File: config.mk
export PLATFORM = sky130hd
export DESIGN_NAME = txfcs_insert
export DESIGN_NICKNAME = d
export VERILOG_FILES = /design/src/rtl/txfcs_pkg.sv /design/src/rtl/txfcs_crc.sv /design/src/rtl/txfcs_len.sv /design/src/rtl/txfcs_insert.sv
export SDC_FILE = /design/constraint.sdc
export NUM_CORES = 1
export LEC_CHECK = 0
export ABC_AREA = 1
export BUFFER_PORTS_ARGS = -buffer_cell sky130_fd_sc_hd__buf_2
export CAP_MARGIN = 20
export CORE_MARGIN = 2
export CORE_UTILIZATION = 52
export CTS_CLUSTER_DIAMETER = 80
export DETAILED_ROUTE_END_ITERATION = 10
export PLACE_DENSITY = 0.67
export SYNTH_ARGS = -nofsm -noshare
export SYNTH_HDL_FRONTEND = slang
export SYNTH_HIERARCHICAL = 1
export SYNTH_SLANG_ARGS = --single-unit
export TNS_END_PERCENT = 1
File: constraint.sdc
create_clock -name clk -period 2.6 [get_ports clk]
set_input_delay 0.26 -clock clk [delete_from_list [all_inputs] [get_ports clk]]
set_output_delay 0.26 -clock clk [all_outputs]
set_load 0.02 [all_outputs]
File: src/rtl/txfcs_pkg.sv
package txfcs_pkg;

  localparam int unsigned BYTE_W    = 8;
  localparam int unsigned CRC_W     = 32;
  localparam int unsigned FCS_BYTES = CRC_W / BYTE_W;
  localparam int unsigned FCS_IDX_W = $clog2(FCS_BYTES);
  localparam logic [CRC_W-1:0] CRC_POLY = 32'hEDB88320;
  localparam logic [CRC_W-1:0] CRC_SEED = 32'hFFFFFFFF;

  typedef enum logic [1:0] {
    PH_DATA = 2'd0,
    PH_PAD  = 2'd1,
    PH_FCS  = 2'd2
  } phase_t;

  typedef struct packed {
    logic pad_en;
    logic crc_en;
  } mode_t;

  // 00: none, 01: check only, 1x: pad and check
  function automatic mode_t decode_mode(input logic [1:0] code);
    mode_t m;
    m.pad_en = code[1];
    m.crc_en = code[1] | code[0];
    return m;
  endfunction

  // one byte through the reflected CRC register, lsb first
  function automatic logic [CRC_W-1:0] crc_step(input logic [CRC_W-1:0] cur,
                                                input logic [BYTE_W-1:0] din);
    logic [CRC_W-1:0] c;
    c = cur ^ {{(CRC_W-BYTE_W){1'b0}}, din};
    for (int k = 0; k < BYTE_W; k++) begin
      c = c[0] ? ((c >> 1) ^ CRC_POLY) : (c >> 1);
    end
    return c;
  endfunction

  // byte idx of the complemented register, least significant first
  function automatic logic [BYTE_W-1:0] fcs_byte(input logic [CRC_W-1:0] cur,
                                                 input logic [FCS_IDX_W-1:0] idx);
    logic [CRC_W-1:0] inv;
    inv = ~cur;
    return inv[idx*BYTE_W +: BYTE_W];
  endfunction

endpackage

File: src/rtl/txfcs_crc.sv
module txfcs_crc
  import txfcs_pkg::*;
(
  input  logic              clk,
  input  logic              rst_n,
  input  logic              clr,
  input  logic              upd,
  input  logic [BYTE_W-1:0] din,
  output logic [CRC_W-1:0]  crc_q
);

  logic [CRC_W-1:0] crc_d;

  always_comb begin
    crc_d = crc_q;
    if (clr)      crc_d = CRC_SEED;
    else if (upd) crc_d = crc_step(crc_q, din);
  end

  always_ff @(posedge clk) begin
    if (!rst_n) crc_q <= CRC_SEED;
    else        crc_q <= crc_d;
  end

endmodule

File: src/rtl/txfcs_len.sv
module txfcs_len #(
  parameter int unsigned CNT_W     = 16,
  parameter int unsigned MIN_FRAME = 60
) (
  input  logic             clk,
  input  logic             rst_n,
  input  logic             clr,
  input  logic             inc,
  output logic [CNT_W-1:0] cnt_q,
  output logic             is_first,
  output logic             below_min
);

  localparam logic [CNT_W-1:0] LAST_MIN_IDX = CNT_W'(MIN_FRAME - 1);
  localparam logic [CNT_W-1:0] CNT_MAX      = {CNT_W{1'b1}};

  // cnt_q counts bytes already sent; the current byte is number cnt_q+1
  assign is_first  = (cnt_q == '0);
  assign below_min = (cnt_q < LAST_MIN_IDX);

  always_ff @(posedge clk) begin
    if (!rst_n)                      cnt_q <= '0;
    else if (clr)                    cnt_q <= '0;
    else if (inc && cnt_q != CNT_MAX) cnt_q <= cnt_q + 1'b1;
  end

endmodule

File: src/rtl/txfcs_insert.sv
module txfcs_insert
  import txfcs_pkg::*;
#(
  parameter int unsigned MIN_FRAME = 60,
  parameter int unsigned CNT_W     = 16
) (
  input  logic              clk,
  input  logic              rst_n,
  input  logic [1:0]        cfg_mode,
  input  logic              s_valid,
  input  logic [BYTE_W-1:0] s_data,
  input  logic              s_last,
  output logic              s_ready,
  output logic              m_valid,
  output logic [BYTE_W-1:0] m_data,
  output logic              m_last,
  input  logic              m_ready
);

  localparam logic [FCS_IDX_W-1:0] FCS_LAST = FCS_IDX_W'(FCS_BYTES - 1);

  phase_t                phase_q, phase_d;
  mode_t                 mode_q, mode_eff;
  logic [FCS_IDX_W-1:0]  fcs_idx_q;
  logic [CRC_W-1:0]      crc_q;
  logic [CNT_W-1:0]      len_cnt;
  logic                  first_byte, below_min;

  // named events for checking
  logic beat_in, beat_out, data_last, pad_beat, pad_done;
  logic fcs_beat, fcs_done, frame_end, fill_busy;

  assign mode_eff = (phase_q == PH_DATA && first_byte) ? decode_mode(cfg_mode) : mode_q;

  always_comb begin
    s_ready = 1'b0;
    m_valid = 1'b0;
    m_data  = '0;
    m_last  = 1'b0;
    unique case (phase_q)
      PH_DATA: begin
        s_ready = m_ready;
        m_valid = s_valid;
        m_data  = s_data;
        m_last  = s_last && !mode_eff.crc_en;
      end
      PH_PAD: begin
        m_valid = 1'b1;
        m_data  = '0;
      end
      PH_FCS: begin
        m_valid = 1'b1;
        m_data  = fcs_byte(crc_q, fcs_idx_q);
        m_last  = (fcs_idx_q == FCS_LAST);
      end
      default: ;
    endcase
  end

  assign beat_in   = s_valid && s_ready;
  assign beat_out  = m_valid && m_ready;
  assign data_last = beat_in && s_last;
  assign fill_busy = (phase_q != PH_DATA);
  assign pad_beat  = (phase_q == PH_PAD) && m_ready;
  assign pad_done  = pad_beat && !below_min;
  assign fcs_beat  = (phase_q == PH_FCS) && m_ready;
  assign fcs_done  = fcs_beat && (fcs_idx_q == FCS_LAST);
  assign frame_end = (data_last && !mode_eff.crc_en) || fcs_done;

  always_comb begin
    phase_d = phase_q;
    unique case (phase_q)
      PH_DATA: if (data_last) begin
        if (mode_eff.pad_en && below_min) phase_d = PH_PAD;
        else if (mode_eff.crc_en)         phase_d = PH_FCS;
      end
      PH_PAD:  if (pad_done) phase_d = PH_FCS;
      PH_FCS:  if (fcs_done) phase_d = PH_DATA;
      default: phase_d = PH_DATA;
    endcase
  end

  always_ff @(posedge clk) begin
    if (!rst_n) begin
      phase_q   <= PH_DATA;
      mode_q    <= '0;
      fcs_idx_q <= '0;
    end else begin
      phase_q <= phase_d;
      if (beat_in && first_byte) mode_q <= mode_eff;
      if (fcs_beat)              fcs_idx_q <= fcs_idx_q + 1'b1;
    end
  end

  txfcs_crc u_crc (
    .clk   (clk),
    .rst_n (rst_n),
    .clr   (frame_end),
    .upd   (beat_in || pad_beat),
    .din   (m_data),
    .crc_q (crc_q)
  );

  txfcs_len #(
    .CNT_W     (CNT_W),
    .MIN_FRAME (MIN_FRAME)
  ) u_len (
    .clk       (clk),
    .rst_n     (rst_n),
    .clr       (frame_end),
    .inc       (beat_in || pad_beat),
    .cnt_q     (len_cnt),
    .is_first  (first_byte),
    .below_min (below_min)
  );

endmodule

# After elaboration in Yosys (flattened, before gate mapping)
# Cells that the tools add are included.
[totals] ff_bits=54 wordCells=70
[op_classes] addsub=2 n_lt_le_gt_ge=1 eq_ne=8 shifts=1 n_mux=19 n_bitwise=12 n_reduce_logical=21
[ops] cell="2-to-1 mux 32 bit" n=8
[ops] cell="NOT 13 -> 14 bit" n=8
[ops] cell="NOT 32 bit" n=1
[ops] cell="indexed part select 32 x 6 -> 8 bit" n=1
[ops] cell="XOR 32 x 8 -> 32 bit" n=1
[ops] cell="adder 16 x 1 -> 16 bit, second input constant" n=1
[ops] cell="zero test 16 bit" n=1
[ops] cell="less-than comparator 16 x 6 -> 1 bit, second input constant" n=1
[ops] cell="!= test 16 bit, second input constant" n=1
[ops] cell="case mux 8 bit (2 select lines)" n=1
[ops] cell="logical AND 1 bit" n=12
[ops] cell="2-to-1 mux 2 bit" n=6
[ops] cell="!= test 2 bit, second input constant" n=3
[ops] cell="case mux 2 bit (3 select lines)" n=1
[ops] cell="== test 2 bit, second input constant" n=2
[ops] cell="case mux 1 bit (2 select lines)" n=2
[ops] cell="AND reduction 4 bit" n=1
[ops] cell="OR reduction 2 bit" n=2
[ops] cell="!= test 3 x 2 -> 1 bit, second input constant" n=1
[ops] cell="adder 2 x 1 -> 2 bit, second input constant" n=1
[ops] cell="== test 2 x 1 -> 1 bit, second input constant" n=1
[ops] cell="zero test 1 bit" n=2
[ops] cell="zero test 2 bit" n=1
[ops] cell="logical OR 1 bit" n=2
[ops] cell="other kinds (3)" n=3

# Logic depth before layout (Yosys ltp)
[logic_depth] word_depth=20 ltp_mapped=18 depth_no_buf=16

# Hierarchy
# Netlist, hierarchy kept.
[modules_own_cells] mod="txfcs_crc" n_inst=1 cells_each=363 area_each_um2=2294.7
[modules_own_cells] mod="txfcs_len" n_inst=1 cells_each=172 area_each_um2=1116.1
[modules_own_cells] mod="txfcs_insert" n_inst=1 cells_each=137 area_each_um2=788.3

# Least setup slack after synthesis
# OpenSTA, ideal clock, no wires.
[synth_timing] path_kind="register to register" startpoint="register u_len.cnt_q[6]" endpoint="register u_crc.crc_q[29]" setup_ns=0.121 arrival_ns=2.095 required_ns=2.479 slack_ns=0.384 stages_incl_launch_ff=15 path_buffers=1 period_less_slack_ns=2.216 path_cell_list="dfxtp_1 nor2_1 nand2_1 nand3b_1 nor4_1 nand2_2 nand2_1 nand2_2 nand2_1 nand2_1 nor2_1 inv_2 clkbuf_1 a21oi_1 nand3_1"
[synth_between] elab_chain_cells=7
[synth_rtl] element="from (decl)" line_no="txfcs_len.sv:9" text="output logic [CNT_W-1:0] cnt_q,"
[synth_rtl] element="from (signal assigned)" line_no="txfcs_len.sv:24" text="else if (inc && cnt_q != CNT_MAX) cnt_q <= cnt_q + 1'b1;"
[synth_rtl] element="zero test 16 bit" line_no="txfcs_len.sv:18" text="assign is_first = (cnt_q == '0);"
[synth_rtl] element="via first_byte" line_no="txfcs_insert.sv:27" text="logic first_byte, below_min;"
[synth_rtl] element="logical AND 1 bit" line_no="txfcs_insert.sv:33" text="assign mode_eff = (phase_q == PH_DATA && first_byte) ? decode_mode(cfg_mode) : mode_q;"
[synth_rtl] element="2-to-1 mux 2 bit" line_no="txfcs_insert.sv:33"
[synth_rtl] element="zero test 1 bit" line_no="txfcs_insert.sv:68" text="assign frame_end = (data_last && !mode_eff.crc_en) || fcs_done;"
[synth_rtl] element="logical AND 1 bit" line_no="txfcs_insert.sv:68"
[synth_rtl] element="logical OR 1 bit" line_no="txfcs_insert.sv:68"
[synth_rtl] element="via frame_end" line_no="txfcs_insert.sv:31" text="logic fcs_beat, fcs_done, frame_end, fill_busy;"
[synth_rtl] element="OR reduction 2 bit (no source line)"
[synth_rtl] element="to (signal assigned)" line_no="txfcs_crc.sv:22" text="else crc_q <= crc_d;"
[synth_rtl] element="to (decl)" line_no="txfcs_crc.sv:9" text="output logic [CRC_W-1:0] crc_q"
# The timed path passes the listed nets, and every way through them passes these cells.
# A chain may end at the register's enable or synchronous reset.

# Worst setup path in the final report
[layout_timing] startpoint="register fcs_idx_q[1]" endpoint="register u_crc.crc_q[16]"
[layout_between] elab_chain_cells=14
[layout_rtl] element="from (decl)" line_no="txfcs_insert.sv:24" text="logic [FCS_IDX_W-1:0] fcs_idx_q;"
[layout_rtl] element="from (signal assigned)" line_no="txfcs_insert.sv:91" text="if (fcs_beat) fcs_idx_q <= fcs_idx_q + 1'b1;"
[layout_rtl] element="indexed part select 32 x 6 -> 8 bit" line_no="txfcs_pkg.sv:45" text="return inv[idx*BYTE_W +: BYTE_W];"
[layout_rtl] element="case mux 8 bit (2 select lines)" line_no="txfcs_insert.sv:40" text="unique case (phase_q)"
[layout_rtl] element="XOR 32 x 8 -> 32 bit" line_no="txfcs_pkg.sv:33" text="c = cur ^ {{(CRC_W-BYTE_W){1'b0}}, din};"
[layout_rtl] element="2-to-1 mux 32 bit (2 in series)" line_no="txfcs_pkg.sv:35" text="c = c[0] ? ((c >> 1) ^ CRC_POLY) : (c >> 1);"
[layout_rtl] element="NOT 13 -> 14 bit (no source line)"
[layout_rtl] element="2-to-1 mux 32 bit" line_no="txfcs_pkg.sv:35"
[layout_rtl] element="NOT 13 -> 14 bit (no source line)"
[layout_rtl] element="2-to-1 mux 32 bit" line_no="txfcs_pkg.sv:35"
[layout_rtl] element="NOT 13 -> 14 bit (no source line)"
[layout_rtl] element="2-to-1 mux 32 bit (4 in series)" line_no="txfcs_pkg.sv:35"
# Several ways; a longest one is shown, not always the timed one.

==> results.yml <==
placement:
  placed_cells: 797
  io_buffers: 25
  place_ws_ns: 0.2831
  hpwl_um: 8070
  gp_congestion: 0.8789
  placed_cell_area_um2: 4472
pwr:
  power_density_nw_per_um2: 1517
  combPwrFrac_pct: 73.5
  p_int_mw: 3.001
  p_sw_share_pct: 56.59
  total_power_mw: 6.913
  power_frac_clock_pct: 6.7
  netSwitchingPower_mw: 3.912
  leakagePower_nw: 2.235
  seqPwrFrac_pct: 19.8
  peakVddDrop_uv: 816.0
hold_path:
  min_from: "rst_n"
  hold_class: "in -> reg"
  min_to: "phase_q[1]"
  hold_depth: 3
floorplan:
  start_util_pct: 54.06
  die_height_um: 93.86
  placementRows: 32
  ios: 26
  die_area_um2: 8810
  core_um2: 7767
  die_x_um: 93.86
critical_path:
  rr_worst_depth: 12
  r2r_start: "fcs_idx_q[1]"
  crit_arrival_ns: 2.60
  rr_endpoint: "u_crc/crc_q[16]"
  crit_path_end_kind: "register"
  cp.required_ns: 2.81
  rrSetupSlack_ns: 0.20
  crit_type: "reg -> reg"
  crit_fanout: 11
  crit_path_start_kind: "register"
detailed_routing:
  vias: 4340
  drt_first_iter_violations: 245
  drc: 0
  wl_per_cell_um: 13.67
  viasPerCell: 5.398
  wirelength_um: 10990
  ant_nets: 0
  first_pass_iters: 5
synth:
  syn_area_um2: 4199
  yosysWarnings: 6
  ys.flop_type: "dfxtp_1"
  synth-seq-cells: 54
  synthArstFlopShare_pct: 0
  synth_cell_types: 42
  syn-instance-count: 672
  yosysSeqAreaShare_pct: 25.74
  syn-num-nets: 695
  avgSynthCellArea_um2: 6.249
  synth_edf_count: 0
sta:
  setup_violations: 0
  hold_viol_final: 0
  fin_crit_sh_pct: 92.27
  fin_setup_tns_ns: 0
  rsz0062_at_grt: "no"
  finalMaxSlewViolations: 0
  setup_ws_ns: 0.2011
  fin_skew_ns: 0.008290
  whs_ns: 0.2376
  max_slew_margin_pct: 63.58
  max_slew.worst_pin.slew_ns: 0.5455
  max_freq_mhz: 416.9
  min_period_ns: 2.399
clock_network:
  cts-root-buf: "clkbuf_8"
  cts_buffer_depth: 2
  numCtsBuffers: 5
  cts.sinks: 54
  post-cts-setup-buffer-count: 0
  clk_pin_slew_ns: 0.10
  cts_tree: "yes"
  h-tree-depth: 2
  clock_latency_ns: 0.30
cells_and_area:
  register_area_um2: 1081
  nets: 725
  most-common-layout-cells: "nand2_1 (222), nor2_1 (77), inv_1 (57), dfxtp_1 (54), a21oi_1 (47)"
  syn_to_final_growth_pct: 8.552
  n_fill_cell: 787
  antenna_cells: 0
  final_util_pct: 58.68
  stdcell_area_um2: 4558
  multiInputGateArea_um2: 2778
  drive_above_1_share_pct: 15.24
  final_common_cell: "nand2_1"
  layoutNonFillerInstCount: 804
outcome:
  status: "finished clean"
global_route:
  grtUsageTotal_pct: 26.07
  grt_pass1_vias: 3817
  overflow: 0
  grt_max_degree: 29
  antenna_found_initial: 0
  grt_pass1_wl_um: 18240
flow_run:
  max-cap-violations: 0
## power groups by stage
stage	sequential [mW]	combinational [mW]	clock, mW
4_1_cts	1.36	5.02	0.479
3_3_place_gp	1.38	4.87	0
5_1_grt	1.41	5.70	0.510
6_report	1.37	5.08	0.462
2_1_floorplan	1.31	3.88	0
3_5_place_dp	1.38	4.99	0
## cells in the mapped netlist (all sizes together) (4+ instances only)
cell | count | area [µm²]
a21oi | 47 | 235.2
buf | 8 | 70.06
clkbuf | 8 | 31.28
dfxtp | 54 | 1081
ha | 8 | 100.1
inv | 64 | 245.2
nand2 | 252 | 1065
nand3 | 48 | 262.8
nor2 | 90 | 437.9
o211ai | 6 | 45.04
o21ai | 34 | 173.9
o221ai | 8 | 70.07
or2 | 4 | 25.02
xnor2 | 8 | 77.58
xor2 | 22 | 192.7
## how the worst max path moves through the flow
| stage | to | startpoint | slack (ns) | depth (start not counted) |
|---|---|---|---|---|
| floorplan | u_crc/crc_q[29] | u_len/cnt_q[6] | 0.38 | 14 |
| global placement | u_crc/crc_q[16] | phase_q[0] | 0.33 | 13 |
| detailed placement | u_crc/crc_q[16] | phase_q[0] | 0.28 | 13 |
| CTS | m_last | u_len/cnt_q[14] | 0.23 | 12 |
| global route | u_crc/crc_q[23] | fcs_idx_q[1] | 0.04 | 15 |
| finish | u_crc/crc_q[16] | fcs_idx_q[1] | 0.20 | 12 |
## per-layer routing
metal  vias up  track usage, %  part of all wire (%)
li1       2199               -                     -
met2       136           41.19                    44
met4         0           4.469                  0.47
met3         6           3.772                   6.4
met5         -               0                     0
met1      1999           38.14                    49
## final cells by class
type / count / area share [%]
clock buffers: 6 / 1.592
clock inverters: 1 / 0.1647
inverters: 65 / 5.463
multi-input cells: 537 / 60.94
flip-flops and latches: 54 / 23.72
well taps: 102 / 2.800
repair buffers: 39 / 5.325
## what timing repair did
action / 4_1_cts / 5_1_grt
gates resized for setup: 0 / 2
endpoints found under the setup margin: 0 / 2
hold buffers: 0 / 0
## registers in the layout, indices dropped and copies added (netlist names)
register     cells
u_crc/crc_q     32
phase_q          2
fcs_idx_q        2
mode_q           2
u_len/cnt_q     16
## critical path, stage by stage (launching register included)
cell      delay [ns]
dfxtp_1         0.32
inv_1           0.30
o21ai_0         0.17
o221ai_1        0.20
nand2_1         0.12
inv_1           0.10
nand2_1         0.05
nand2_1         0.35
nand2_1         0.10
nand2_1         0.17
nand2_1         0.13
a21boi_0        0.19
o21ai_1         0.08
## logic make-up after synthesis
kind of cell    Yosys count  synth area share, %
compound gates           99                13.20
xor+xnor                 30                6.436
fa+ha+maj                 8                2.384
simple gates            400                43.89
flops                    54                25.75
buf+inv                  81                8.343
Note: power is estimated with default switching activity, not from simulation.
